$ cat src/rtl/wsg_pkg.sv
package wsg_pkg;

    typedef enum logic [1:0] {
        ST_PASS   = 2'd0,
        ST_PROG   = 2'd1,
        ST_ERASE  = 2'd2,
        ST_SETTLE = 2'd3
    } wsg_state_e;

    function automatic logic wsg_is_busy(input wsg_state_e st);
        return (st == ST_PROG) || (st == ST_ERASE);
    endfunction

endpackage

$ cat src/rtl/wsg_seq.sv
module wsg_seq
    import wsg_pkg::*;
#(
    parameter int unsigned SETTLE_CYCLES = 8
) (
    input  logic       clk,
    input  logic       rst_n,
    input  logic       op_start_i,
    input  logic       op_erase_i,
    input  logic       prog_msb_i,
    input  logic       busy_i,
    output wsg_state_e state_o,
    output logic       launch_o,
    output logic       cap_msb_o,
    output logic       cap_erase_o
);

    localparam int unsigned CNT_W = $clog2(SETTLE_CYCLES + 1);
    localparam logic [CNT_W-1:0] CNT_TOP = CNT_W'(SETTLE_CYCLES - 1);

    wsg_state_e       state_q, state_d;
    logic [CNT_W-1:0] cnt_q, cnt_d;
    logic             launch;
    logic             msb_q, erase_q;

    // state register and settle counter
    always_ff @(posedge clk) begin
        if (!rst_n) begin
            state_q <= ST_PASS;
            cnt_q   <= '0;
        end else begin
            state_q <= state_d;
            cnt_q   <= cnt_d;
        end
    end

    // next state and launch decision
    always_comb begin
        state_d = state_q;
        cnt_d   = cnt_q;
        launch  = 1'b0;
        unique case (state_q)
            ST_PASS: begin
                if (op_start_i) begin
                    launch  = 1'b1;
                    state_d = op_erase_i ? ST_ERASE : ST_PROG;
                end
            end
            ST_PROG, ST_ERASE: begin
                if (!busy_i) begin
                    state_d = ST_SETTLE;
                    cnt_d   = CNT_TOP;
                end
            end
            ST_SETTLE: begin
                if (op_start_i) begin
                    launch  = 1'b1;
                    state_d = op_erase_i ? ST_ERASE : ST_PROG;
                end else if (cnt_q == '0) begin
                    state_d = ST_PASS;
                end else begin
                    cnt_d = cnt_q - 1'b1;
                end
            end
        endcase
    end

    // operation attributes captured at launch
    always_ff @(posedge clk) begin
        if (!rst_n) begin
            msb_q   <= 1'b0;
            erase_q <= 1'b0;
        end else if (launch) begin
            msb_q   <= prog_msb_i;
            erase_q <= op_erase_i;
        end
    end

    assign state_o     = state_q;
    assign launch_o    = launch;
    assign cap_msb_o   = msb_q;
    assign cap_erase_o = erase_q;

    // window counter never exceeds its loaded value
    a_r6_cnt_bound: assert property (@(posedge clk) disable iff (!rst_n)
        (state_q == ST_SETTLE) |-> (cnt_q <= CNT_TOP));

    // expired window without a new start returns to pass-through
    a_r6_settle_exit: assert property (@(posedge clk) disable iff (!rst_n)
        (state_q == ST_SETTLE && cnt_q == '0 && !op_start_i) |=> (state_q == ST_PASS));

    // a start during a running program is refused
    a_r7_hold_prog: assert property (@(posedge clk) disable iff (!rst_n)
        (state_q == ST_PROG && busy_i && op_start_i) |=> (state_q == ST_PROG && $stable(msb_q)));

    // a start during a running erase is refused
    a_r7_hold_erase: assert property (@(posedge clk) disable iff (!rst_n)
        (state_q == ST_ERASE && busy_i && op_start_i) |=> (state_q == ST_ERASE));

endmodule

$ cat src/rtl/wsg_toggle.sv
module wsg_toggle (
    input  logic clk,
    input  logic rst_n,
    input  logic clear_i,
    input  logic advance_i,
    output logic tog_o
);

    logic tog_q;

    always_ff @(posedge clk) begin
        if (!rst_n) begin
            tog_q <= 1'b0;
        end else if (clear_i) begin
            tog_q <= 1'b0;
        end else if (advance_i) begin
            tog_q <= ~tog_q;
        end
    end

    assign tog_o = tog_q;

endmodule

$ cat src/rtl/wsg_drive.sv
module wsg_drive
    import wsg_pkg::*;
#(
    parameter int unsigned DATA_W = 8
) (
    input  wsg_state_e        state_i,
    input  logic              cap_msb_i,
    input  logic              cap_erase_i,
    input  logic              tog_i,
    input  logic [DATA_W-1:0] array_data_i,
    output logic [DATA_W-1:0] status_o
);

    localparam int unsigned POLL_BIT = DATA_W - 1;
    localparam int unsigned TOG_BIT  = DATA_W - 2;

    always_comb begin
        status_o = '0;
        unique case (state_i)
            ST_PASS: begin
                status_o = array_data_i;
            end
            ST_PROG: begin
                status_o[POLL_BIT] = ~cap_msb_i;
                status_o[TOG_BIT]  = tog_i;
            end
            ST_ERASE: begin
                status_o[POLL_BIT] = 1'b0;
                status_o[TOG_BIT]  = tog_i;
            end
            ST_SETTLE: begin
                status_o[POLL_BIT] = cap_erase_i ? 1'b1 : cap_msb_i;
                status_o[TOG_BIT]  = tog_i;
            end
        endcase
    end

endmodule

$ cat src/rtl/wr_status_gen.sv
module wr_status_gen
    import wsg_pkg::*;
#(
    parameter int unsigned DATA_W        = 8,
    parameter int unsigned SETTLE_CYCLES = 8
) (
    input  logic              clk,
    input  logic              rst_n,
    input  logic              op_start_i,
    input  logic              op_erase_i,
    input  logic              prog_msb_i,
    input  logic              busy_i,
    input  logic              rd_strobe_i,
    input  logic [DATA_W-1:0] array_data_i,
    output logic [DATA_W-1:0] status_o
);

    localparam int unsigned POLL_BIT = DATA_W - 1;
    localparam int unsigned TOG_BIT  = DATA_W - 2;
    localparam int unsigned LOW_W    = DATA_W - 2;

    wsg_state_e state;
    logic       launch;
    logic       cap_msb;
    logic       cap_erase;
    logic       tog;
    logic       in_busy;

    assign in_busy = wsg_is_busy(state);

    wsg_seq #(
        .SETTLE_CYCLES(SETTLE_CYCLES)
    ) u_seq (
        .clk        (clk),
        .rst_n      (rst_n),
        .op_start_i (op_start_i),
        .op_erase_i (op_erase_i),
        .prog_msb_i (prog_msb_i),
        .busy_i     (busy_i),
        .state_o    (state),
        .launch_o   (launch),
        .cap_msb_o  (cap_msb),
        .cap_erase_o(cap_erase)
    );

    wsg_toggle u_toggle (
        .clk      (clk),
        .rst_n    (rst_n),
        .clear_i  (launch),
        .advance_i(rd_strobe_i && in_busy),
        .tog_o    (tog)
    );

    wsg_drive #(
        .DATA_W(DATA_W)
    ) u_drive (
        .state_i     (state),
        .cap_msb_i   (cap_msb),
        .cap_erase_i (cap_erase),
        .tog_i       (tog),
        .array_data_i(array_data_i),
        .status_o    (status_o)
    );

    // pass-through immediately after reset
    a_r1_reset_pass: assert property (@(posedge clk)
        !rst_n |=> (state == ST_PASS));

    // program polling bit is the inverse of the captured bit
    a_r2_prog_poll: assert property (@(posedge clk) disable iff (!rst_n)
        (state == ST_PROG) |-> (status_o[POLL_BIT] == !cap_msb));

    // erase polling bit reads low while erasing
    a_r3_erase_poll: assert property (@(posedge clk) disable iff (!rst_n)
        (state == ST_ERASE) |-> (status_o[POLL_BIT] == 1'b0));

    // a strobe while busy flips bit 6 if still busy next cycle
    a_r4_toggle_flip: assert property (@(posedge clk) disable iff (!rst_n)
        (in_busy && rd_strobe_i) |=> (!in_busy || (status_o[TOG_BIT] != $past(status_o[TOG_BIT]))));

    // low bits masked whenever status is shown
    a_r5_low_zero: assert property (@(posedge clk) disable iff (!rst_n)
        (state != ST_PASS) |-> (status_o[LOW_W-1:0] == '0));

    // bit 6 frozen inside the settle window
    a_r6_frozen: assert property (@(posedge clk) disable iff (!rst_n)
        (state == ST_SETTLE && !op_start_i) |=> (state != ST_SETTLE || $stable(status_o[TOG_BIT])));

    // toggle restarts at zero on a launch
    a_r8_clear: assert property (@(posedge clk) disable iff (!rst_n)
        launch |=> (status_o[TOG_BIT] == 1'b0));

endmodule

$ cat config.mk
export PLATFORM = sky130hd
export DESIGN_NAME = wr_status_gen
export DESIGN_NICKNAME = d
export VERILOG_FILES = /design/src/rtl/wsg_pkg.sv /design/src/rtl/wsg_seq.sv /design/src/rtl/wsg_toggle.sv /design/src/rtl/wsg_drive.sv /design/src/rtl/wr_status_gen.sv
export SDC_FILE = /design/constraint.sdc
export NUM_CORES = 1
export LEC_CHECK = 0
export ABC_AREA = 1
export BUFFER_PORTS_ARGS = -buffer_cell sky130_fd_sc_hd__buf_4
export CAP_MARGIN = 30
export CORE_MARGIN = 5
export CORE_UTILIZATION = 45
export DETAILED_ROUTE_END_ITERATION = 8
export PLACE_DENSITY = 0.72
export RECOVER_POWER = 50
export SLEW_MARGIN = 20
export SYNTH_ARGS = -nofsm -noshare
export SYNTH_HDL_FRONTEND = slang
export SYNTH_SLANG_ARGS = --single-unit
$ cat constraint.sdc
create_clock -name clk -period 2.1 [get_ports clk]
set_clock_uncertainty 0.05 [all_clocks]
set_input_delay 0.21 -clock clk [delete_from_list [all_inputs] [get_ports clk]]
set_output_delay 0.21 -clock clk [all_outputs]
set_load 0.01 [all_outputs]
* Yosys cells after proc, flatten, opt, wreduce, memory -nomap -nowiden
Index checks and enable logic that the tools add are counted.
** Cells by class
- $add $sub $neg :: 1
- Equal/unequal tests :: 8
- Mux-type cells :: 15
- Bitwise logic cells :: 3
- Reductions and logical operators :: 10
** Operators with widths (number)
- $mux 4 :: 3
- $mux 2 :: 5
- $ne 2x2->1 const B :: 4
- $pmux 2 s4 :: 1
- $pmux 4 s2 :: 1
- $mux 6 :: 1
- $pmux 2 s3 :: 1
- $reduce_or 2->1 :: 3
- $eq 2x2->1 const B :: 2
- $logic_not 4->1 :: 1
- $reduce_and 4->1 :: 1
- $sub 4x1->4 const B :: 1
- $mux 1 :: 3
- $ne 3x3->1 const B :: 1
- $not 1->1 :: 3
- $reduce_and 3->1 :: 1
- $eq 2x1->1 const B :: 1
- $logic_not 2->1 :: 1
- $reduce_bool 2->1 :: 1
- $logic_and 1x1->1 :: 1
- $logic_or 1x1->1 :: 1
** Storage, ports and cells
- Flip-flop bits (word level) :: 9
- Input bits :: 15
- Output and inout port bits :: 8
- Logic and storage cells :: 42

* Depth between registers and ports, before layout
Gate-level depths: netlist of run 1.
- Depth in word-level cells :: 4
- Gate-level depth with buffers :: 9
- Mapped depth without buffers :: 9

* Cells and area by module
From an unflattened synthesis of run 1, not the netlist that was laid out.
** Second synthesis, totals
- Cell total of the unflattened synthesis :: 122
- Area, all modules :: 703.2 um^2
** By module, submodules not included
- wsg_seq :: instances 1, cells an instance 82, area each 529.3 um^2, seq. area each 160.2 um^2
- wsg_drive :: instances 1, cells an instance 27, area each 106.4 um^2, seq. area each 0.0 um^2
- wsg_toggle :: instances 1, cells an instance 9, area each 52.6 um^2, seq. area each 20.0 um^2
- wr_status_gen :: instances 1, cells an instance 4, area each 15.0 um^2, seq. area each 0.0 um^2

* Worst setup path after synthesis of run 1
OpenSTA, ideal clock, no wires.
- Kind :: register to register
- Start :: reg u_seq.state_q[0], in the netlist u_seq.state_o[0]
- End :: reg u_seq.cnt_q[0]
- Setup time :: 0.113 ns
- Data arrival time :: 1.300 ns
- Data required time :: 1.937 ns
- Slack :: 0.637 ns
- Cell stages (with the launch flop) :: 8
- Path buffers :: 0
- Clock period less this slack :: 1.463 ns
- Cell sequence :: dfxtp_1 -> inv_1 -> ha_1 -> or2_4 -> nand3_4 -> nand2_1 -> nand2_1 -> nor2_1
** On the way
- Word-level cells in the longest chain between the ends :: 4
- Elaborated cells between the ends (all ways) :: 10
- Classes of those cells :: eq/ne (6); mux (1); reduce/logical (3)
** RTL lines
- start, declared :: line wsg_seq.sv:21 : wsg_state_e state_q, state_d;
- start signal, assigned :: line wsg_seq.sv:32 : state_q <= state_d;
- $eq 2x1->1 / $eq 2x2->1 (equally long branches) :: line wsg_seq.sv:42 : unique case (state_q)
- $reduce_or 2->1 :: line wsg_seq.sv:42
- $ne 2x2->1 (no source line) / $reduce_bool 2->1 (equally long branches)
- $reduce_and 4->1 (no source line)
- end signal, assigned :: line wsg_seq.sv:33 : cnt_q <= cnt_d;
- end, declared :: line wsg_seq.sv:22 : logic [CNT_W-1:0] cnt_q, cnt_d;
Several ways; a longest one is shown, not always the timed one.
A chain may end at the register's enable or synchronous reset.

* Final worst setup path of run 1
- Start :: reg u_seq.state_q[1], in the netlist u_seq.state_o[1]
- End :: out status_o[7]
** On the way
- Word-level cells in the longest chain between the ends :: 2
- Elaborated cells between the ends (all ways) :: 5
- Classes of those cells :: eq/ne (3); mux (1); reduce/logical (1)
** RTL lines
- $eq 2x2->1, or another cell as far along :: line wsg_drive.sv:19 : unique case (state_i)
- $pmux 2 s4 * :: line wsg_drive.sv:19
- end, declared :: line wr_status_gen.sv:15 : output logic [DATA_W-1:0] status_o
Mark *: on every way between the ends. The rest lies on a longest branch, timed or not.

==> run_results.csv, run 1 <==
group,metric,value,unit
sta,hold-worst-slack,0.1127,ns
sta,final_hold_viol_count,0,
clock_tree,cts_hold_buf,0,
sta,slew_headroom,0.7441,
clock_tree,cts_root_buf,"clkbuf_4",
clock_tree,cts-htree-levels,1,
grt,antenna_found_initial,0,
sta,rsz0062_at_grt,"no",
clock_tree,cts_resized,0,
floorplanning,fp.dieH,48.93,um
logic_synthesis,synth_seq_cells,9,
run_status,status,"finished, final reports clean",
sta,slew_violations,0,
power_and_ir_drop,p_comb_frac,0.623,
routing,postRouteAntennaNets,0,
final_layout,antenna_cells,0,
routing,drc,0,
logic_synthesis,synth_compound_area_frac,0.1119,
worst_setup_path,arrival,1.60,ns
routing,num_vias,696,
clock_tree,cts_buffers,3,
clock_tree,clockBufferDepth,2,
final_layout,multiInputGateArea,415.4,sq um
sta,finalCritPeriodShare,0.8837,
sta,setup_viol,0,
power_and_ir_drop,pwr-share-clk,0.131,
worst_setup_path,worstSetupPathType,"reg -> out",
worst_setup_path,rr_worst_depth,7,
routing,first_iter_violations,3,
logic_synthesis,synth_mux_area_frac,0,
sta,worst_pin_slew,0.3838,ns
floorplanning,core_area,1471,sq um
grt,grt_max_degree,12,
placement,dp_hpwl,1.249,mm
grt,grt_pass1_wl,2.622,mm
worst_setup_path,cp-end-kind,"output port",
logic_synthesis,syn_inst,106,
routing,routed_via_density,4.735,
clock_tree,cts_sinks,9,
power_and_ir_drop,switchingPower,0.5235,mW
final_layout,fin_cells,147,
placement,place_congestion,0.7829,
placement,dpl_cell_area,855.8,sq um
grt,overflow,0,
power_and_ir_drop,p_per_area,1292,nW/um^2
routing,wl_per_cell,10.71,um
sta,tns,0,ns
logic_synthesis,synth_area,681.9,sq um
clock_tree,clk_latency,0.28,ns
clock_tree,cts_setup_buffers,0,
logic_synthesis,yosys.area_share.simple,0.3872,
grt,first_global_vias,623,
final_layout,drive_above_1_share,0.2366,
routing,drt_pass1_iterations,4,
final_layout,regArea,180.2,sq um
logic_synthesis,synth.avg_cell_area,6.433,sq um
placement,io_buffers,22,
power_and_ir_drop,seq_power_share,0.245,
final_layout,fillerInstances,149,
placement,dp_cells,143,
floorplanning,start_util,0.4634,
sta,fin_crit,1.856,ns
final_layout,design_area,870.8,sq um
sta,fmaxAchievable,538.8,MHz
floorplanning,die_w,48.93,um
power_and_ir_drop,sw_frac_of_total,0.4654,
logic_synthesis,synthAdderAreaFrac,0.1101,
hold_path,hold_class,"in -> reg",
floorplanning,io-pin-count,23,
power_and_ir_drop,vdd_drop_max,0.7862,mV
logic_synthesis,syn-num-nets,127,
worst_setup_path,required,1.84,ns
run,cap_violations,0,
worst_setup_path,start_kind,"flip-flop",
floorplanning,die_area,2394,sq um
clock_tree,clk_pin_slew,0.07,ns
worst_setup_path,cp_max_fo,11,
logic_synthesis,synth_top_family_by_area,"simple AND/OR/NAND/NOR gates",
logic_synthesis,yosysSeqAreaShare,0.2642,
power_and_ir_drop,leakage,0.4706,nW
grt,grt_use_total,0.1422,
routing,wl,1.574,mm
power_and_ir_drop,internal_power,0.6014,mW
hold_path,hold_depth,3,
final_layout,nNetsFinal,153,
floorplanning,core.rowCount,14,
logic_synthesis,synth_cell_types,22,
logic_synthesis,synth-xor-area-share,0,
final_layout,syn_to_final_growth,27.71,%
logic_synthesis,ys_warn_count,0,
power_and_ir_drop,p_total,1.125,mW
clock_tree,cts_tree,"yes",
## logic make-up (layout without fill, tap and decap cells)
family                   Yosys count  count (layout)
AO/OA/AOI/OAI                     13              13
adder cells (fa/ha/maj)            6               6
buffers and inverters             21              46
flip-flops                         9               9
AND/OR/NAND/NOR                   57              57
## state kept, by name, summed over array words and instances, names as in the netlist
signal             count
u_seq.cap_msb_o        1
u_seq.cnt_q            4
u_seq.state_o          2
u_seq.cap_erase_o      1
u_toggle.tog_o         1
## layer usage
metal  part of all wire  vias to the layer above  track usage
met2               0.51                        9       0.2391
met5                  0                        -            0
li1                   -                      376            -
met1               0.42                      307       0.1489
met3              0.039                        4      0.05505
met4              0.025                        0      0.08072
## metrics by stage
step           utilization  worst slack, ns
2_1_floorplan            -           0.6370
3_3_place_gp        0.5816           0.5442
3_5_place_dp        0.5816           0.5217
4_1_cts             0.5995           0.2317
5_1_grt             0.5918          0.09309
6_report            0.5918           0.2442
## cell usage in the layout (no fill, tap or decap), drive strengths merged
cell and count:
a21oi 5, buf 19, clkbuf 7, dfxtp 9
ha 6, inv 20, nand2 30, nand3 6
nand4 1, nor2 16, nor3 2, nor4 1
o21a 1, o21ai 4, o22ai 2, o31ai 1
or2 1
## synthesized netlist by cell type
master,number,area [sq um]
inv_1,19,71.32
a21oi_2,1,8.760
nand3_4,1,17.52
ha_1,6,75.07
nand4_1,1,6.260
dfxtp_1,9,180.2
buf_6,1,11.26
nor4_1,1,6.260
nor2_2,1,6.260
o22ai_1,2,12.51
nand2_1,28,105.1
nand3_2,2,20.02
nor3_1,2,10.01
a21oi_1,4,20.02
o31ai_1,1,7.510
nor2_1,15,56.30
nand3_1,3,15.01
inv_2,1,3.750
nand2_2,2,12.51
o21ai_0,4,20.02
o21a_1,1,7.510
or2_4,1,8.760
## worst paths after layout
path,startpoint,end,slack [ns]
worst max-delay path,u_seq.state_o[1],status_o[7],0.24
worst min-delay path,prog_msb_i,u_seq.cap_msb_o,0.11
worst max register to register,u_seq.state_o[0],u_seq.cnt_q[0],0.52
worst min register to register,u_toggle.tog_o,u_toggle.tog_o,0.47
## power by group through the flow
stage | Clock (mW) | Combinational (mW) | Sequential (mW)
3_3_place_gp | 0 | 0.706 | 0.277
6_report | 0.148 | 0.701 | 0.276
4_1_cts | 0.152 | 0.722 | 0.277
2_1_floorplan | 0 | 0.541 | 0.268
3_5_place_dp | 0 | 0.721 | 0.280
5_1_grt | 0.163 | 0.793 | 0.285
## critical path, stage by stage, from the launching register on
cell and delay (ns):
dfxtp_1 0.36, ha_1 0.40, o21ai_0 0.15, o21a_1 0.12
o21ai_0 0.14, buf_4 0.14
## final cells by class
cell class | instances | share of cell area
flip-flops and latches | 9 | 0.2069
well taps | 16 | 0.02299
clock buffers | 4 | 0.03017
repair buffers | 22 | 0.1767
inverters | 20 | 0.08621
multi-input cells | 76 | 0.4770
(Power assumes the default switching activity.)
==> inputs of run 2 (changes only) <==
--- a/config.mk
+++ b/config.mk
@@ -9,9 +9,9 @@
 export BUFFER_PORTS_ARGS = -buffer_cell sky130_fd_sc_hd__buf_4
 export CAP_MARGIN = 30
 export CORE_MARGIN = 5
-export CORE_UTILIZATION = 45
+export CORE_UTILIZATION = 48
 export DETAILED_ROUTE_END_ITERATION = 8
-export PLACE_DENSITY = 0.72
+export PLACE_DENSITY = 0.76
 export RECOVER_POWER = 50
 export SLEW_MARGIN = 20
 export SYNTH_ARGS = -nofsm -noshare
==> run 2 against run 1 <==
Net effect: final cell count fell by 0.68%; setup slack gained 0.036 ns; flip-flop and latch count unchanged; critical path depth is the same; utilization up 6.8 points; sequential share of layout area about the same; routed wire length decreased by 1.2%; global-route usage increased by 2.5 points; power shrank 0.60%; die area fell by 5.0%; critical path type unchanged; critical endpoint unchanged; largest cell class unchanged.
==> run_results.csv, run 2 (synthesized netlist as in run 1, its figures left out) <==
group,metric,value,unit
worst_setup_path,slowest_stage,"ha_1",
worst_setup_path,start_kind,"flip-flop",
final_layout,fillerInstances,120,
sta,setup_viol,0,
final_layout,final_cell_mix,"nand2_1 (28), inv_1 (19), buf_4 (19), nor2_1 (15), dfxtp_1 (9)",
run,cap_violations,0,
worst_setup_path,cp-end-kind,"output port",
power_and_ir_drop,p_comb_frac,0.630,
floorplanning,core_area,1318,sq um
floorplanning,core.rowCount,13,
grt,grt_max_degree,12,
final_layout,antenna_cells,0,
worst_setup_path,critical_path.top_delay_family,"compound AO/OA/AOI/OAI gates",
clock_tree,cts_tree,"yes",
routing,postRouteAntennaNets,0,
power_and_ir_drop,vdd_drop_max,0.7897,mV
worst_setup_path,crit_buf_inv,1,
clock_tree,cts_sinks,9,
floorplanning,fp.dieH,47.69,um
routing,wl,1.555,mm
clock_tree,cts_root_buf,"clkbuf_4",
sta,rsz0062_at_grt,"no",
sta,tns,0,ns
clock_tree,clk_latency,0.27,ns
run_status,status,"finished, final reports clean",
worst_setup_path,arrival,1.56,ns
power_and_ir_drop,leakage,0.4706,nW
placement,post-place-ws,0.5115,ns
floorplanning,io-pin-count,23,
sta,finalCritPeriodShare,0.8667,
routing,num_vias,717,
final_layout,drive_above_1_share,0.2366,
worst_setup_path,cp_max_fo,11,
floorplanning,die_area,2274,sq um
final_layout,final_common_cell,"nand2_1",
routing,first_iter_violations,6,
final_layout,nNetsFinal,153,
clock_tree,clockBufferDepth,2,
grt,grt_use_total,0.1676,
worst_setup_path,required,1.84,ns
worst_setup_path,worstSetupPathType,"reg -> out",
clock_tree,cts_buffers,3,
final_layout,largest_reg_flops,4,
sta,worst_slack,0.2800,ns
sta,slew_headroom,0.7526,
worst_setup_path,path_cells,"ha_1 > o21ai_0 > o21a_1 > o21ai_0 > buf_4",
sta,worst_pin_slew,0.3711,ns
clock_tree,clk_pin_slew,0.06,ns
power_and_ir_drop,pwr-share-clk,0.122,
clock_tree,cts_setup_buffers,0,
clock_tree,cts_hold_buf,0,
routing,wl_per_cell,10.65,um
power_and_ir_drop,switchingPower,0.5178,mW
floorplanning,start_util,0.5176,
hold_path,hold_class,"in -> reg",
placement,io_buffers,22,
worst_setup_path,cpMostUsedCell,"o21ai_0",
clock_tree,cts_resized,0,
clock_tree,cts-htree-levels,1,
routing,drt_pass1_iterations,4,
grt,grt_pass1_wl,2.642,mm
power_and_ir_drop,seq_power_share,0.248,
final_layout,syn_to_final_growth,27.52,%
final_layout,largest-register,"u_seq.cnt_q",
grt,antenna_found_initial,0,
placement,dp_hpwl,1.254,mm
placement,place_congestion,0.7913,
sta,slew_violations,0,
sta,fmaxAchievable,549.4,MHz
worst_setup_path,cpPeakStageDelay,0.39,ns
floorplanning,die_w,47.69,um
sta,fin_crit,1.820,ns
grt,overflow,0,
power_and_ir_drop,internal_power,0.6004,mW
sta,hold-worst-slack,0.1414,ns
grt,first_global_vias,666,
sta,final_hold_viol_count,0,
power_and_ir_drop,sw_frac_of_total,0.4631,
power_and_ir_drop,p_per_area,1286,nW/um^2
routing,drc,0,
routing,routed_via_density,4.911,
## run 2: cell counts in the layout (fill, tap and decap cells not counted)
Identical to the previous run, type by type.
## run 2: cell type report
| class | instances | area [sq um] | area share |
|---|---|---|---|
| inverters | 20 | 75.07 | 0.08633 |
| clock buffers | 4 | 26.28 | 0.03022 |
| repair buffers | 22 | 153.9 | 0.1770 |
| well taps | 15 | 18.77 | 0.02158 |
| multi-input cells | 76 | 415.4 | 0.4777 |
| flip-flops and latches | 9 | 180.2 | 0.2072 |
## run 2: worst reg2reg max path: stages, from the launching register on
cell     delay [ns]
dfxtp_1        0.36
inv_1          0.10
ha_1           0.41
or2_4          0.30
nand3_4        0.12
nand2_1        0.06
nand2_1        0.06
nor2_1         0.04
## run 2: worst paths after layout
check,slack (ns),from,to,cells after the start
max,0.28,u_seq.state_o[0],status_o[7],5
max reg2reg,0.51,u_seq.state_o[0],u_seq.cnt_q[0],7
min reg2reg,0.49,u_toggle.tog_o,u_toggle.tog_o,2
min,0.14,prog_msb_i,u_seq.cap_msb_o,3
## run 2: power by group through the flow
stage | clock network [mW] | registers [mW] | logic [mW]
after floorplan | 0 | 0.268 | 0.541
after global placement | 0 | 0.276 | 0.708
after detailed placement | 0 | 0.280 | 0.726
after CTS | 0.144 | 0.276 | 0.727
after global routing | 0.156 | 0.284 | 0.808
final | 0.137 | 0.277 | 0.705
## run 2: layer usage
metal / share of wire / routed length [um] / vias up / global-route usage
met1: 0.42 / 656 / 325 / 0.1763
met5: 0 / 0 / - / 0
li1: - / - / 379 / -
met3: 0.037 / 58 / 4 / 0.06767
met2: 0.52 / 816 / 9 / 0.2955
met4: 0.015 / 23 / 0 / 0.06452
## run 2: through the flow
stage | cell area, sq um | std cells | total power, mW | util
after floorplan | 681.9 | 106 | 0.8093 | -
after global placement | 854.6 | 142 | 0.9842 | 0.6486
after detailed placement | 854.6 | 142 | 1.006 | 0.6486
after CTS | 880.8 | 146 | 1.148 | 0.6686
after global routing | 869.6 | 146 | 1.248 | 0.6600
final | 869.6 | 146 | 1.118 | 0.6600
